## src/rtl/dlloff_pkg.sv

```systemverilog
package dlloff_pkg;

    localparam int CAS_LAT_OFF  = 6;
    localparam int CAS_WLAT_OFF = 6;
    localparam int LAT_W        = 5;

    typedef enum logic [3:0] {
        S_IDLE,
        S_MR1OFF,
        S_SRE,
        S_FREQ,
        S_SRX,
        S_MR2,
        S_MR0,
        S_MR1,
        S_ZQ,
        S_WAIT,
        S_DONE
    } seq_state_e;

    // Additive latency in cycles for a captured code (code 3 treated as 0)
    function automatic logic [LAT_W-1:0] al_cycles(input logic [1:0] code);
        case (code)
            2'd1:    al_cycles = LAT_W'(CAS_LAT_OFF - 1);
            2'd2:    al_cycles = LAT_W'(CAS_LAT_OFF - 2);
            default: al_cycles = '0;
        endcase
    endfunction

    // Field code actually written for the additive latency
    function automatic logic [1:0] al_field(input logic [1:0] code);
        al_field = (code == 2'd3) ? 2'd0 : code;
    endfunction

endpackage

```

## src/rtl/dlloff_wait_ctr.sv

```systemverilog
module dlloff_wait_ctr #(
    parameter int CW = 16
) (
    input  logic          clk,
    input  logic          rst,
    input  logic          load,
    input  logic [CW-1:0] load_val,
    input  logic          dec,
    output logic          last
);
    logic [CW-1:0] cnt;

    always_ff @(posedge clk) begin
        if (rst)
            cnt <= '0;
        else if (load)
            cnt <= load_val;
        else if (dec && cnt != '0)
            cnt <= cnt - 1'b1;
    end

    assign last = (cnt <= CW'(1));


    load_then_value_chk: assert property (@(posedge clk) disable iff (rst)
        load |=> (cnt == $past(load_val)));


    hold_when_idle_chk: assert property (@(posedge clk) disable iff (rst)
        (!load && !dec) |=> $stable(cnt));

endmodule

```

## src/rtl/dlloff_mr_enc.sv

```systemverilog
module dlloff_mr_enc
    import dlloff_pkg::*;
#(
    parameter int ROW_W = 16
) (
    input  logic [2:0]       sel,
    input  logic [1:0]       al_code,
    output logic [ROW_W-1:0] word,
    output logic [LAT_W-1:0] rd_lat
);
    localparam logic [2:0] CL_CODE  = 3'(CAS_LAT_OFF - 4);
    localparam logic [2:0] CWL_CODE = 3'(CAS_WLAT_OFF - 5);

    always_comb begin
        word = '0;
        case (sel)
            3'd0: word[6:4] = CL_CODE;
            3'd1: begin
                word[0]   = 1'b1;
                word[4:3] = al_field(al_code);
            end
            3'd2: word[5:3] = CWL_CODE;
            default: word = '0;
        endcase
    end

    assign rd_lat = al_cycles(al_code) + LAT_W'(CAS_LAT_OFF - 1);

endmodule

```

## src/rtl/dlloff_ctrl.sv

```systemverilog
module dlloff_ctrl
    import dlloff_pkg::*;
#(
    parameter int CW    = 16,
    parameter int ROW_W = 16
) (
    input  logic             clk,
    input  logic             rst,
    input  logic             start_req,
    input  logic             dev_idle,
    input  logic             clk_stable,
    input  logic [1:0]       al_mode,
    input  logic [CW-1:0]    cfg_mod_wait,
    input  logic [CW-1:0]    cfg_sre_wait,
    input  logic [CW-1:0]    cfg_stable_wait,
    input  logic [CW-1:0]    cfg_exit_wait,
    input  logic [CW-1:0]    cfg_mrd_wait,
    input  logic             cnt_last,
    input  logic [ROW_W-1:0] mr_data,
    output logic             cnt_load,
    output logic [CW-1:0]    cnt_load_val,
    output logic             cnt_dec,
    output logic [1:0]       al_q,
    output logic             mr_wr,
    output logic [2:0]       mr_sel,
    output logic             sr_enter,
    output logic             sr_exit,
    output logic             zq_long,
    output logic             freq_req,
    output logic             odt_hold_low,
    output logic             busy,
    output logic             done,
    output logic             start_err
);
    seq_state_e st, ret;
    logic       err_q;
    logic       at_rest;
    logic [CW-1:0] ready_wait;

    assign at_rest    = (st == S_IDLE) || (st == S_DONE);
    assign ready_wait = (cfg_mrd_wait > cfg_mod_wait) ? cfg_mrd_wait : cfg_mod_wait;

    always_ff @(posedge clk) begin
        if (rst) begin
            st    <= S_IDLE;
            ret   <= S_IDLE;
            al_q  <= '0;
            err_q <= 1'b0;
        end else begin
            err_q <= 1'b0;
            case (st)
                S_IDLE, S_DONE: begin
                    if (start_req) begin
                        if (dev_idle) begin
                            st   <= S_MR1OFF;
                            al_q <= al_mode;
                        end else begin
                            err_q <= 1'b1;
                        end
                    end
                end
                S_MR1OFF: begin st <= S_WAIT; ret <= S_SRE; end
                S_SRE:    begin st <= S_WAIT; ret <= S_FREQ; end
                S_FREQ:   if (clk_stable && cnt_last) st <= S_SRX;
                S_SRX:    begin st <= S_WAIT; ret <= S_MR2; end
                S_MR2:    begin st <= S_WAIT; ret <= S_MR0; end
                S_MR0:    begin st <= S_WAIT; ret <= S_MR1; end
                S_MR1:    begin st <= S_WAIT; ret <= S_ZQ; end
                S_ZQ:     st <= S_DONE;
                S_WAIT:   if (cnt_last) st <= ret;
                default:  st <= S_IDLE;
            endcase
        end
    end

    // Wait counter control: a command state loads the wait that follows it
    always_comb begin
        cnt_load     = 1'b0;
        cnt_load_val = '0;
        cnt_dec      = 1'b0;
        case (st)
            S_MR1OFF: begin cnt_load = 1'b1; cnt_load_val = cfg_mod_wait; end
            S_SRE:    begin cnt_load = 1'b1; cnt_load_val = cfg_sre_wait; end
            S_SRX:    begin cnt_load = 1'b1; cnt_load_val = cfg_exit_wait; end
            S_MR2,
            S_MR0:    begin cnt_load = 1'b1; cnt_load_val = cfg_mrd_wait; end
            S_MR1:    begin cnt_load = 1'b1; cnt_load_val = ready_wait; end
            S_WAIT: begin
                if (cnt_last && ret == S_FREQ) begin
                    cnt_load     = 1'b1;
                    cnt_load_val = cfg_stable_wait;
                end else begin
                    cnt_dec = !cnt_last;
                end
            end
            S_FREQ: begin
                if (!clk_stable) begin
                    cnt_load     = 1'b1;
                    cnt_load_val = cfg_stable_wait;
                end else begin
                    cnt_dec = !cnt_last;
                end
            end
            default: ;
        endcase
    end

    always_comb begin
        case (st)
            S_MR0:   mr_sel = 3'd0;
            S_MR2:   mr_sel = 3'd2;
            default: mr_sel = 3'd1;
        endcase
    end

    assign mr_wr        = (st == S_MR1OFF) || (st == S_MR2) || (st == S_MR0) || (st == S_MR1);
    assign sr_enter     = (st == S_SRE);
    assign sr_exit      = (st == S_SRX);
    assign zq_long      = (st == S_ZQ);
    assign freq_req     = (st == S_FREQ);
    assign busy         = !at_rest;
    assign done         = (st == S_DONE);
    assign odt_hold_low = busy || done;
    assign start_err    = err_q;


    reject_stays_idle_chk: assert property (@(posedge clk) disable iff (rst)
        (at_rest && start_req && !dev_idle) |=> (start_err && !busy && !mr_wr));


    mr1_dll_off_chk: assert property (@(posedge clk) disable iff (rst)
        (mr_wr && mr_sel == 3'd1) |-> (mr_data[0] && !mr_data[2] && !mr_data[6] && !mr_data[9]));


    freq_until_exit_chk: assert property (@(posedge clk) disable iff (rst)
        $fell(freq_req) |-> sr_exit);


    exit_after_stable_chk: assert property (@(posedge clk) disable iff (rst)
        sr_exit |-> $past(clk_stable));


    mr2_fields_chk: assert property (@(posedge clk) disable iff (rst)
        (mr_wr && mr_sel == 3'd2) |-> (mr_data[5:3] == 3'b001 && mr_data[10:9] == 2'b00));


    zq_then_done_chk: assert property (@(posedge clk) disable iff (rst)
        zq_long |=> (done && !busy));


    cmd_onehot_chk: assert property (@(posedge clk) disable iff (rst)
        $onehot0({mr_wr, sr_enter, sr_exit, zq_long}));

endmodule

```

## src/rtl/dlloff_seq.sv

```systemverilog
module dlloff_seq
    import dlloff_pkg::*;
#(
    parameter int CW    = 16,
    parameter int ROW_W = 16
) (
    input  logic             clk,
    input  logic             rst,
    input  logic             start_req,
    input  logic             dev_idle,
    input  logic             clk_stable,
    input  logic [1:0]       al_mode,
    input  logic [CW-1:0]    cfg_mod_wait,
    input  logic [CW-1:0]    cfg_sre_wait,
    input  logic [CW-1:0]    cfg_stable_wait,
    input  logic [CW-1:0]    cfg_exit_wait,
    input  logic [CW-1:0]    cfg_mrd_wait,
    output logic             mr_wr,
    output logic [2:0]       mr_sel,
    output logic [ROW_W-1:0] mr_data,
    output logic             sr_enter,
    output logic             sr_exit,
    output logic             zq_long,
    output logic             freq_req,
    output logic             odt_hold_low,
    output logic             busy,
    output logic             done,
    output logic             start_err,
    output logic [LAT_W-1:0] rd_lat
);
    logic          cnt_load, cnt_dec, cnt_last;
    logic [CW-1:0] cnt_load_val;
    logic [1:0]    al_q;

    dlloff_ctrl #(.CW(CW), .ROW_W(ROW_W)) u_ctrl (
        .clk(clk), .rst(rst),
        .start_req(start_req), .dev_idle(dev_idle), .clk_stable(clk_stable),
        .al_mode(al_mode),
        .cfg_mod_wait(cfg_mod_wait), .cfg_sre_wait(cfg_sre_wait),
        .cfg_stable_wait(cfg_stable_wait), .cfg_exit_wait(cfg_exit_wait),
        .cfg_mrd_wait(cfg_mrd_wait),
        .cnt_last(cnt_last), .mr_data(mr_data),
        .cnt_load(cnt_load), .cnt_load_val(cnt_load_val), .cnt_dec(cnt_dec),
        .al_q(al_q),
        .mr_wr(mr_wr), .mr_sel(mr_sel),
        .sr_enter(sr_enter), .sr_exit(sr_exit), .zq_long(zq_long),
        .freq_req(freq_req), .odt_hold_low(odt_hold_low),
        .busy(busy), .done(done), .start_err(start_err)
    );

    dlloff_wait_ctr #(.CW(CW)) u_ctr (
        .clk(clk), .rst(rst),
        .load(cnt_load), .load_val(cnt_load_val), .dec(cnt_dec),
        .last(cnt_last)
    );

    dlloff_mr_enc #(.ROW_W(ROW_W)) u_enc (
        .sel(mr_sel), .al_code(al_q),
        .word(mr_data), .rd_lat(rd_lat)
    );

endmodule

```

## config.mk

```make
export PLATFORM = sky130hd
export DESIGN_NAME = dlloff_seq
export DESIGN_NICKNAME = d
export VERILOG_FILES = /design/src/rtl/dlloff_pkg.sv /design/src/rtl/dlloff_wait_ctr.sv /design/src/rtl/dlloff_mr_enc.sv /design/src/rtl/dlloff_ctrl.sv /design/src/rtl/dlloff_seq.sv
export SDC_FILE = /design/constraint.sdc
export NUM_CORES = 1
export LEC_CHECK = 0
export CAP_MARGIN = 20
export CORE_MARGIN = 2
export CORE_UTILIZATION = 59
export DETAILED_ROUTE_END_ITERATION = 10
export DONT_BUFFER_PORTS = 1
export PLACE_DENSITY = 0.74
export SLEW_MARGIN = 5
export SYNTH_ARGS = -nofsm -noshare
export SYNTH_HDL_FRONTEND = slang
export SYNTH_SLANG_ARGS = --single-unit
```

## constraint.sdc

```tcl
create_clock -name clk -period 2.4 [get_ports clk]
set_input_delay 0.48 -clock clk [delete_from_list [all_inputs] [get_ports clk]]
set_output_delay 0.48 -clock clk [all_outputs]
set_load 0.005 [all_outputs]
```

=== Word level (Yosys, flattened, before mapping) ===
Index checks and enable logic that the tools add are counted.

* Output and inout port bits: 33
* Register bits after elaboration: 27
* Bits of input ports: 87
* Logic and storage cells: 78

* Bitwise operators: 2
* Multiplexer cells: 26
* Add/subtract/negate cells: 2
* Order comparisons: 2
* Equality and inequality tests: 20
* Reduce and logical (&&, ||, !) cells: 21

{| class="wikitable"
|+ Operators with widths
! cell !! number
|-
| 16-bit one-hot mux with 7 select lines || 1
|-
| 16-bit two-way mux || 5
|-
| 4-bit one-hot mux with 6 select lines || 1
|-
| 4-bit one-hot mux with 5 select lines || 1
|-
| 4-bit by 3-bit == test with 1-bit output (second input constant) || 4
|-
| 16-bit greater-than comparator || 1
|-
| 16-bit by 1-bit <= comparator with 1-bit output (second input constant) || 1
|-
| 4-bit two-way mux || 4
|-
| 16-bit nonzero test || 1
|-
| 16-bit by 1-bit subtractor with 16-bit output (second input constant) || 1
|-
| 4-bit by 2-bit == test with 1-bit output (second input constant) || 3
|-
| 4-bit == test (second input constant) || 3
|-
| 1-bit two-way mux || 8
|-
| 2-bit == test (second input constant) || 3
|-
| 3-bit one-hot mux with 2 select lines || 1
|-
| 6-bit nonzero test || 1
|-
| 6-bit OR reduction || 1
|-
| 1-bit logical OR || 5
|-
| 3-bit by 3-bit adder with 4-bit output (second input constant) || 1
|-
| 2-bit by 1-bit == test with 1-bit output (second input constant) || 2
|-
| 4-bit by 1-bit == test with 1-bit output (second input constant) || 1
|-
| 4-bit logical NOT || 1
|-
| 2-bit by 1-bit inequality test with 1-bit output (second input constant) || 2
|-
| 2-bit inequality test (second input constant) || 2
|-
| 13 further kinds || 19
|}

=== Longest topological paths before layout ===
Gate-level depths: netlist of run 1.

* Depth in word-level cells: 7
* Depth in mapped cells: 10
* Gate-level depth less buffers: 8

=== Hierarchy ===
From an unflattened synthesis of run 1, not the netlist that was laid out.

* Cells, all modules: 407
* Area, all modules: 3072.9 µm²

{| class="wikitable"
|+ By module, submodules not included
! module !! cells an instance !! sequential area each (µm²) !! area an instance (µm²) !! instances
|-
| dlloff_ctrl || 264 || 220.2 || 1919.3 || 1
|-
| dlloff_wait_ctr || 116 || 320.3 || 957.2 || 1
|-
| dlloff_mr_enc || 27 || 0.0 || 196.4 || 1
|}

=== Worst setup path before layout of run 1 ===
OpenSTA, ideal clock, no wires.

* Path kind: input to register
* Start: in cfg_mod_wait[15]
* End: reg u_ctr.cnt[5]
* Arrival: 2391 ps
* Buffers on the path: 0
* Stages on the path: 8
* Slack: -86 ps
* Library setup time: 95 ps
* Data required time: 2305 ps
* Path through: inv_1 > ha_1 > and4_1 > a21oi_1 > o221ai_1 > o31ai_1 > o211ai_1 > a221oi_1

* Longest elaborated chain between the ends: 4

{| class="wikitable"
|+ Ends and longest elaborated chain
! what !! line !! source
|-
| from (decl) || dlloff_seq.sv:13 || <nowiki>input logic [CW-1:0] cfg_mod_wait,</nowiki>
|-
| 16-bit greater-than comparator || dlloff_ctrl.sv:41 || <nowiki>assign ready_wait = (cfg_mrd_wait > cfg_mod_wait) ? cfg_mrd_wait : cfg_mod_wait;</nowiki>
|-
| 16-bit two-way mux || dlloff_ctrl.sv:41 ||
|-
| 16-bit one-hot mux with 7 select lines || dlloff_ctrl.sv:81 || <nowiki>case (st)</nowiki>
|-
| 16-bit two-way mux || dlloff_wait_ctr.sv:16 || <nowiki>else if (load)</nowiki>
|-
| to (signal assigned) || dlloff_wait_ctr.sv:17 || <nowiki>cnt <= load_val;</nowiki>
|-
| to (signal assigned) || dlloff_wait_ctr.sv:19 || <nowiki>cnt <= cnt - 1'b1;</nowiki>
|-
| to (decl) || dlloff_wait_ctr.sv:11 || <nowiki>logic [CW-1:0] cnt;</nowiki>
|}

Every way passes these cells.
A chain may end at the register's enable or synchronous reset.

=== Final worst setup path of run 1 ===
* Start: reg u_ctr.cnt[1]
* End: reg u_ctrl.st[1]

* Longest elaborated chain between the ends: 4
* Elaborated cells on any way between the ends: 5
* Classes of those cells: order compare: 1; eq/ne: 2; reduce/logical: 2

{| class="wikitable"
|+ Ends and longest elaborated chain
! what !! line !! source
|-
| 16-bit by 1-bit <= comparator with 1-bit output * || dlloff_wait_ctr.sv:22 || <nowiki>assign last = (cnt <= CW'(1));</nowiki>
|-
| 1-bit logical AND || dlloff_ctrl.sv:64 || <nowiki>S_FREQ: if (clk_stable && cnt_last) st <= S_SRX;</nowiki>
|-
| 2-bit by 1-bit inequality test with 1-bit output (no line) || -- ||
|-
| 4-bit AND reduction (no line) * || -- ||
|-
| to (signal assigned) || dlloff_ctrl.sv:70 || <nowiki>S_WAIT: if (cnt_last) st <= ret;</nowiki>
|-
| to (decl) || dlloff_ctrl.sv:35 || <nowiki>seq_state_e st, ret;</nowiki>
|}

Mark *: on every way between the ends. The rest lies on a longest branch, timed or not.

==> run summary, run 1 <==
Setup total negative slack: 0 ps
Top-Level Pins: 120
Initial drt markers: 284
Max VDD drop: 521 uV
Clk buf depth: 2
HPWL Detailed: 7990 um
Die area: 0.00573 mm^2
DIE HEIGHT: 75.7 um
Fin area: 0.00329 mm^2
Global-route wire length before repair: 15100 um
Setup-failing EPs final: 0
Wirelength per Cell: 19.9 um
Post-synth EDFFs: 0
GRT overflow: 0
CTS tree: yes
Distinct cells, synth: 57
Ys async rst share: 0%
Lkg Pwr: 1.34 nW
Clk Latency, worst-skew pair: 280 ps
Critical Path Sink Type: flip-flop
Final Non-Filler Cells: 507
CTS buffer count: 3
Register area share after synthesis: 17.8%
WL final: 10100 um
H-tree depth: 1
Final Power: 3.43 mW
Drt drc: 0
Most frequent cell after synthesis: nor2_1
Nature of the critical path startpoint: flip-flop
CP arrival: 2470 ps
FP Rows: 26
Clk slew on worst S/H paths: 110 ps
Status: finished clean
Mapped cell area: 0.00304 mm^2
Area growth syn-to-layout: 8.53%
CTS root buf: clkbuf_8
Drt pass-1 iters: 4
Hold crit path type: primary input to flip-flop
Cell breakdown of the critical path: inv_1 -> ha_2 -> nor2_1 -> nand4b_1 -> or2_1 -> a311o_1 -> or4_1 -> a21oi_1
Placed Cells incl. Taps: 503
Initial Utilization: 60.2%
Slowest-stage cell, CP: or4_1
Place WS: -175 ps
Final hold vios: 0
Critical path class: flip-flop to flip-flop
Top_reg_cell synth: dfxtp_1
Largest net degree at the start of global routing: 28
Cell taking the most area after synthesis: dfxtp_1
Period utilization: 93.6%
Max-cap viol count: 0
Initial antenna violation count: 0
Layout Skew: 12.1 ps
Top post-synthesis cells by count: 36 x nor2_1, 29 x nand2_1, 28 x inv_1
GP Congestion: 0.938
Syn. warnings: 0
Syn Area/Cell: 7.16 um^2
Area contributors post-synth: dfxtp_1 18%, ha_1 8.2%, a22oi_1 5.9%
Post-synthesis register bit count: 27
Max_slew headroom: 60.3%
Cells after Synth: 424
Fmax: 445 MHz
Number of global-route vias before repair: 3022
Worst Path Required: 2620 ps
Worst Max-Slew Pin Slew: 580 ps
Max FO, Critical Path: 5
Core footprint: 0.00504 mm^2
CP peak stage delay: 470 ps
Via density: 6.78
Synth top area share: 17.8%
Final-report max-slew violation count: 0
Min Tclk post-route: 2250 ps
Hold buffer count at cts: 0
ANT nets after route: 0
Die Width: 75.7 um
DP Area: 0.00323 mm^2
Layout cells sized above 1: 10.8%
Final setup margin: 154 ps
PwrDens: 1040 mW/mm^2
IO buf count: 0
Total Nets Final: 545
Ant diodes: 0
Gr usage total: 34.9%
Clock sink total: 27
Via Count: 3436
-- worst max-delay path: cells and delay by family (launching register included) --
kind                     cells  cell delay (ps)
AO/OA/AOI/OAI                2              480
adder cells (fa/ha/maj)      1              230
buffers and inverters        1              110
flip-flops                   1              340
AND/OR/NAND/NOR              4             1030
-- layout make-up --
cell class              count  area [um^2]
clock buffers               3         41.3
clock inverters             1         7.51
flip-flops and latches     27          541
well taps                  70         87.6
fillers                   475         1750
repair buffers             35          263
inverters                  28          105
multi-input cells         343         2250
-- per-layer routing --
layer	vias up	GRT usage [%]	routed length [um]
met1	1598	50.8	4330
met3	16	5.29	1010
li1	1620	-	-
met2	202	53.2	4560
met5	-	0	0
met4	0	10.3	186
-- per-stage QoR --
step	utilization (%)	hold WS, ps
6_report	65.3	255
2_1_floorplan	-	457
5_1_grt	65.3	245
4_1_cts	65.1	255
3_5_place_dp	64.1	490
3_3_place_gp	64.1	494
-- flip-flops by register name (all words and copies together) (netlist names) --
register          flops
u_ctr.cnt            16
u_ctrl.al_q           2
u_ctrl.ret            4
u_ctrl.st             4
u_ctrl.start_err      1
-- path summary, 6_finish.rpt --
| check | cells past startpoint | slack, ps | from | end |
|---|---|---|---|---|
| setup / recovery | 8 | 150 | u_ctr.cnt[1]$_SDFFE_PP0P_ | u_ctrl.st[1]$_SDFFE_PP0P_ |
| hold / removal | 1 | 250 | dev_idle | u_ctrl.start_err$_SDFF_PP0_ |
| setup reg to reg | 8 | 150 | u_ctr.cnt[1]$_SDFFE_PP0P_ | u_ctrl.st[1]$_SDFFE_PP0P_ |
| hold reg to reg | 2 | 530 | u_ctrl.ret[2]$_SDFFE_PP0P_ | u_ctrl.ret[2]$_SDFFE_PP0P_ |
-- layout by cell type (no fill, tap or decap), drive strengths merged, types with 8 or more instances in the layout --
cell    count
nor3       16
o221ai      9
inv        28
nor2       36
ha         20
a31oi      14
dfxtp      27
nand2b      9
nor4        9
a21oi      22
a22oi      24
o211ai     13
nand2      29
conb       14
nand3      18
o21ai      15
a221oi      8
buf        35
-- cell families after synthesis --
logic type	synth area share (%)
AOI/OAI and AO/OA	34.6
xor gates and xnor gates	2.02
adders and majority gates	8.24
buffers and inverters	10.3
DFF	17.8
muxes	1.32
other	0.124
and+or+nand+nor	25.6
-- timing repair --
action / CTS / global route
cloned: 0 / 0
endpoints found under the setup margin: 1 / 9
buffers inserted: 0 / 0
endpoints found under the hold margin: 0 / 0
gates resized for setup: 1 / 4
pin swaps: 0 / 3
-- report_power, final --
group | switching (mW) | internal (mW) | leakage, nW | total (mW)
sequential | 0.175 | 0.596 | 0.222 | 0.771
clock | 0.159 | 0.118 | 0.0217 | 0.277
combinational | 1.41 | 0.975 | 1.10 | 2.38
(Power assumes the default switching activity.)
==> inputs of run 2 (changes only) <==
--- a/config.mk
+++ b/config.mk
@@ -6,11 +6,13 @@
 export NUM_CORES = 1
 export LEC_CHECK = 0
 export CAP_MARGIN = 20
+export CELL_PAD_IN_SITES_DETAIL_PLACEMENT = 1
+export CELL_PAD_IN_SITES_GLOBAL_PLACEMENT = 1
 export CORE_MARGIN = 2
-export CORE_UTILIZATION = 59
+export CORE_UTILIZATION = 40
 export DETAILED_ROUTE_END_ITERATION = 10
 export DONT_BUFFER_PORTS = 1
-export PLACE_DENSITY = 0.74
+export PLACE_DENSITY = 0.72
 export SLEW_MARGIN = 5
 export SYNTH_ARGS = -nofsm -noshare
 export SYNTH_HDL_FRONTEND = slang
==> run summary, run 2 (synthesis results as in run 1) <==
Status: finished clean
Layout cells sized above 1: 13.8%
Wirelength per Cell: 22.0 um
CP arrival: 2500 ps
CP peak stage delay: 330 ps
Layout Skew: 9.54 ps
Placed Cells incl. Taps: 541
Worst Path Required: 2600 ps
Final-report max-slew violation count: 0
PwrDens: 1070 mW/mm^2
Setup-failing EPs final: 0
Drt drc: 0
Initial drt markers: 244
CTS tree: yes
Final Non-Filler Cells: 547
ANT nets after route: 0
CTS buffer count: 3
WL final: 12000 um
Top-Level Pins: 120
Most frequent cells in the layout: 46 x buf_4, 35 x nor2_1, 29 x nand2_1
Total Nets Final: 556
Critical path's top delay family: simple AND/OR/NAND/NOR gates
Critical path class: primary input to flip-flop
GRT overflow: 0
Max FFs per register: 16
Cell breakdown of the critical path: inv_1 -> ha_1 -> and4_1 -> nand3_1 -> buf_4 -> nor3_1 -> buf_4 -> or3_1 -> a41oi_1 -> a221oi_1
Number of global-route vias before repair: 3549
Sw frac: 51.5%
Fmax: 434 MHz
Logic pwr share: 70.1%
FP Rows: 31
Largest net degree at the start of global routing: 25
Power Internal: 1.79 mW
Die area: 0.00830 mm^2
Global-route wire length before repair: 18600 um
Clock share of power: 7.6%
Via Count: 3545
HPWL Detailed: 9660 um
IO buf count: 0
CP most frequent cell: buf_4
Max VDD drop: 391 uV
Via density: 6.48
Buf/Inv on CP: 3
GP Congestion: 0.916
Hold crit path type: primary input to flip-flop
DP Area: 0.00334 mm^2
Drt pass-1 iters: 5
Area growth syn-to-layout: 13.7%
RSZ-0062 raised after global routing: true
Initial Utilization: 41.6%
Clk buf depth: 2
Biggest regs: u_ctr.cnt: 16 flops, u_ctrl.ret: 4 flops, u_ctrl.st: 4 flops
Max_slew headroom: 54.5%
Ant diodes: 0
Lkg Pwr: 1.41 nW
Max FO, Critical Path: 4
Critical Path Sink Type: flip-flop
Slowest-stage cell, CP: nor3_1
Worst Max-Slew Pin Slew: 665 ps
Most common library cell in the layout ignoring fill and taps: buf_4
Sequential share of power: 22.3%
DIE HEIGHT: 91.1 um
Min Tclk post-route: 2310 ps
Gr usage total: 27.7%
CTS root buf: clkbuf_8
Clk Latency, worst-skew pair: 290 ps
H-tree depth: 1
Setup total negative slack: 0 ps
Max-cap viol count: 0
Final hold vios: 0
Die Width: 91.1 um
Period utilization: 96.1%
Core Util, Final: 47.3%
Nature of the critical path startpoint: primary input
Clock sink total: 27
Core footprint: 0.00729 mm^2
Switching pwr: 1.90 mW
Fin area: 0.00345 mm^2
Largest reg by FF count: u_ctr.cnt
Clk slew on worst S/H paths: 110 ps
Initial antenna violation count: 0
==> run 2: power groups by stage <==
| stage | sequential, mW | combinational (mW) | clock [mW] |
|---|---|---|---|
| 5_1_grt | 0.840 | 2.81 | 0.301 |
| 2_1_floorplan | 0.724 | 1.64 | 0 |
| 6_report | 0.822 | 2.59 | 0.282 |
| 3_3_place_gp | 0.802 | 2.37 | 0 |
| 4_1_cts | 0.801 | 2.45 | 0.282 |
| 3_5_place_dp | 0.812 | 2.44 | 0 |
==> run 2: path summary, 6_finish.rpt <==
kind	startpoint	cells after the start	slack, ps	endpoint
max	cfg_mod_wait[14]	10	90	u_ctr.cnt[6]$_SDFFE_PP0P_
min	dev_idle	1	250	u_ctrl.start_err$_SDFF_PP0_
max reg2reg	u_ctr.cnt[0]$_SDFFE_PP0P_	8	130	u_ctrl.st[1]$_SDFFE_PP0P_
min reg2reg	u_ctrl.ret[2]$_SDFFE_PP0P_	2	540	u_ctrl.ret[2]$_SDFFE_PP0P_
==> run 2: through the flow <==
step / total power [mW] / hold WS (ps) / setup slack [ps]
finish: 3.69 / 249 / 94.6
global placement: 3.17 / 490 / -121
detailed placement: 3.25 / 505 / -242
CTS: 3.53 / 249 / 37.5
floorplan: 2.36 / 457 / 30.5
global route: 3.95 / 240 / -17.7
==> run 2: area by class of cell <==
class	count	area, um^2
repair buffers	46	345
clock inverters	1	5.00
clock buffers	3	41.3
flip-flops and latches	27	542
well taps	99	124
inverters	28	105
multi-input cells	343	2290
fillers	987	3840
==> run 2: what timing repair did <==
action | 4_1_cts | 5_1_grt
setup endpoints to repair | 0 | 20
buffers inserted | 0 | 2
gates resized for setup | 0 | 12
hold buffers | 0 | 0
==> run 2: per-layer routing <==
metal  routed length (um)  vias up  GRT usage (%)
li1                     -     1641              -
met1                 5150     1701           37.6
met2                 5660      176           45.4
met3                  890       27           3.40
met4                  333        0           8.96
met5                    0        -              0
==> inputs of run 3 (changes only) <==
--- a/config.mk
+++ b/config.mk
@@ -9,10 +9,10 @@
 export CELL_PAD_IN_SITES_DETAIL_PLACEMENT = 1
 export CELL_PAD_IN_SITES_GLOBAL_PLACEMENT = 1
 export CORE_MARGIN = 2
-export CORE_UTILIZATION = 40
+export CORE_UTILIZATION = 45
 export DETAILED_ROUTE_END_ITERATION = 10
 export DONT_BUFFER_PORTS = 1
-export PLACE_DENSITY = 0.72
+export PLACE_DENSITY = 0.77
 export SLEW_MARGIN = 5
 export SYNTH_ARGS = -nofsm -noshare
 export SYNTH_HDL_FRONTEND = slang
==> constraint.sdc (replaced) <==
create_clock -name clk -period 2.5 [get_ports clk]
set_input_delay 0.5 -clock clk [delete_from_list [all_inputs] [get_ports clk]]
set_output_delay 0.5 -clock clk [all_outputs]
set_load 0.005 [all_outputs]
==> run summary, run 3 (synthesis results as in run 1) <==
Critical path class: flip-flop to flip-flop
DIE HEIGHT: 86.1 um
Clock share of power: 8.0%
CTS tree: yes
Reg2Reg Depth: 9
Worst Path Required: 2680 ps
Sw frac: 52.4%
Slowest-stage cell, CP: dfxtp_1
Lkg Pwr: 1.37 nW
Gr usage total: 31.5%
Hold buffer count at cts: 0
Initial drt markers: 278
WL final: 11900 um
Largest reg by FF count: u_ctr.cnt
Power Internal: 1.63 mW
Hold WS: 268 ps
Clk buf depth: 2
Sequential share of power: 22.4%
Clk Latency, worst-skew pair: 290 ps
Area growth syn-to-layout: 10.6%
Cell breakdown of the critical path: inv_1 -> ha_1 -> nor2_1 -> nand4b_1 -> o21bai_1 -> buf_4 -> nand2b_2 -> o211ai_1 -> o311a_1
Buf/Inv on CP: 2
Setup-failing EPs final: 0
Clk slew on worst S/H paths: 110 ps
Max_slew headroom: 58.2%
Final-report max-slew violation count: 0
GRT overflow: 0
Switching pwr: 1.79 mW
Status: finished clean
Min Tclk post-route: 2370 ps
RSZ-0062 raised after global routing: false
Max VDD drop: 574 uV
CP arrival: 2550 ps
Number of global-route vias before repair: 3469
PwrDens: 1020 mW/mm^2
Drt pass-1 iters: 5
Fmax: 422 MHz
IO buf count: 0
Layout cells sized above 1: 11.6%
Max-cap viol count: 0
Core footprint: 0.00642 mm^2
Layout Skew: 4.29 ps
Place WS: -231 ps
Clock sink total: 27
Logic pwr share: 69.6%
ANT nets after route: 0
Final hold vios: 0
HPWL Detailed: 9620 um
Hold crit path type: primary input to flip-flop
Fin area: 0.00336 mm^2
Post-CTS Setup Bufs: 0
Biggest regs: u_ctr.cnt: 16 flops, u_ctrl.ret: 4 flops, u_ctrl.st: 4 flops
Via Count: 3539
Final Power: 3.42 mW
Die Width: 86.1 um
DP Area: 0.00328 mm^2
Most common library cell in the layout ignoring fill and taps: buf_4
CP peak stage delay: 360 ps
Top-Level Pins: 120
Max FO, Critical Path: 9
GP Congestion: 0.979
Critical Path Sink Type: flip-flop
Die area: 0.00742 mm^2
Most frequent cells in the layout: 37 x buf_4, 35 x nor2_1, 29 x nand2_1
Nature of the critical path startpoint: flip-flop
Total Nets Final: 548
Initial Utilization: 47.3%
CTS buffer count: 3
CTS root buf: clkbuf_8
Drt drc: 0
Ant diodes: 0
Period utilization: 94.8%
Global-route wire length before repair: 18400 um
Worst Max-Slew Pin Slew: 611 ps
Critical path's top delay family: compound AO/OA/AOI/OAI gates
Hold Path Stages: 1
Wirelength per Cell: 23.1 um
FP Rows: 29
Initial antenna violation count: 0
Largest net degree at the start of global routing: 25
Final setup margin: 129 ps
H-tree depth: 1
Max FFs per register: 16
Via density: 6.85
Levels on crit path: 9
## run 3: routing by layer
metal | part of all wire, % | track usage (%) | vias up
met5 | 0 | 0 | -
met4 | 2.2 | 9.81 | 0
met3 | 8.5 | 4.04 | 25
met2 | 47 | 52.2 | 186
met1 | 42 | 42.2 | 1710
li1 | - | - | 1618
## run 3: stage by stage
step | std cells | util, % | setup TNS [ps]
after floorplan | 437 | - | 0
after global placement | 513 | 51.0 | -279
after detailed placement | 513 | 51.0 | -1600
after CTS | 517 | 51.9 | 0
after global routing | 517 | 52.3 | 0
final | 517 | 52.3 | 0
## run 3: worst register-to-register path, cell delays in order, from the launching register on
cell and delay [ps]:
dfxtp_1 360, inv_1 100, ha_1 240, nor2_1 50
nand4b_1 250, o21bai_1 340, buf_4 250, nand2b_2 260
o211ai_1 120, o311a_1 300
## run 3: worst paths after layout
kind | start | to | slack (ps)
max | u_ctr.cnt[0]$_SDFFE_PP0P_ | u_ctr.cnt[2]$_SDFFE_PP0P_ | 130
max reg2reg | u_ctr.cnt[0]$_SDFFE_PP0P_ | u_ctr.cnt[2]$_SDFFE_PP0P_ | 130
min | dev_idle | u_ctrl.start_err$_SDFF_PP0_ | 270
min reg2reg | u_ctrl.ret[2]$_SDFFE_PP0P_ | u_ctrl.ret[2]$_SDFFE_PP0P_ | 520
## run 3: repair_timing
action | 4_1_cts | 5_1_grt
endpoints found under the setup margin | 1 | 12
gates resized for setup | 2 | 5
gates cloned | 0 | 0
## run 3: final cells by class
type / count / area (um^2)
Tap cell: 77 / 96.3
Sequential cell: 27 / 542
Clock buffer: 3 / 41.3
Fill cell: 833 / 3060
Inverter: 28 / 105
Timing Repair Buffer: 38 / 298
Clock inverter: 1 / 5.00
Multi-Input combinational cell: 343 / 2270
## run 3: power groups by stage
stage | Combinational [mW] | Clock, mW | Sequential, mW
floorplan | 1.57 | 0 | 0.695
global placement | 2.24 | 0 | 0.751
detailed placement | 2.31 | 0 | 0.760
CTS | 2.32 | 0.269 | 0.751
global route | 2.62 | 0.286 | 0.780
finish | 2.38 | 0.274 | 0.766
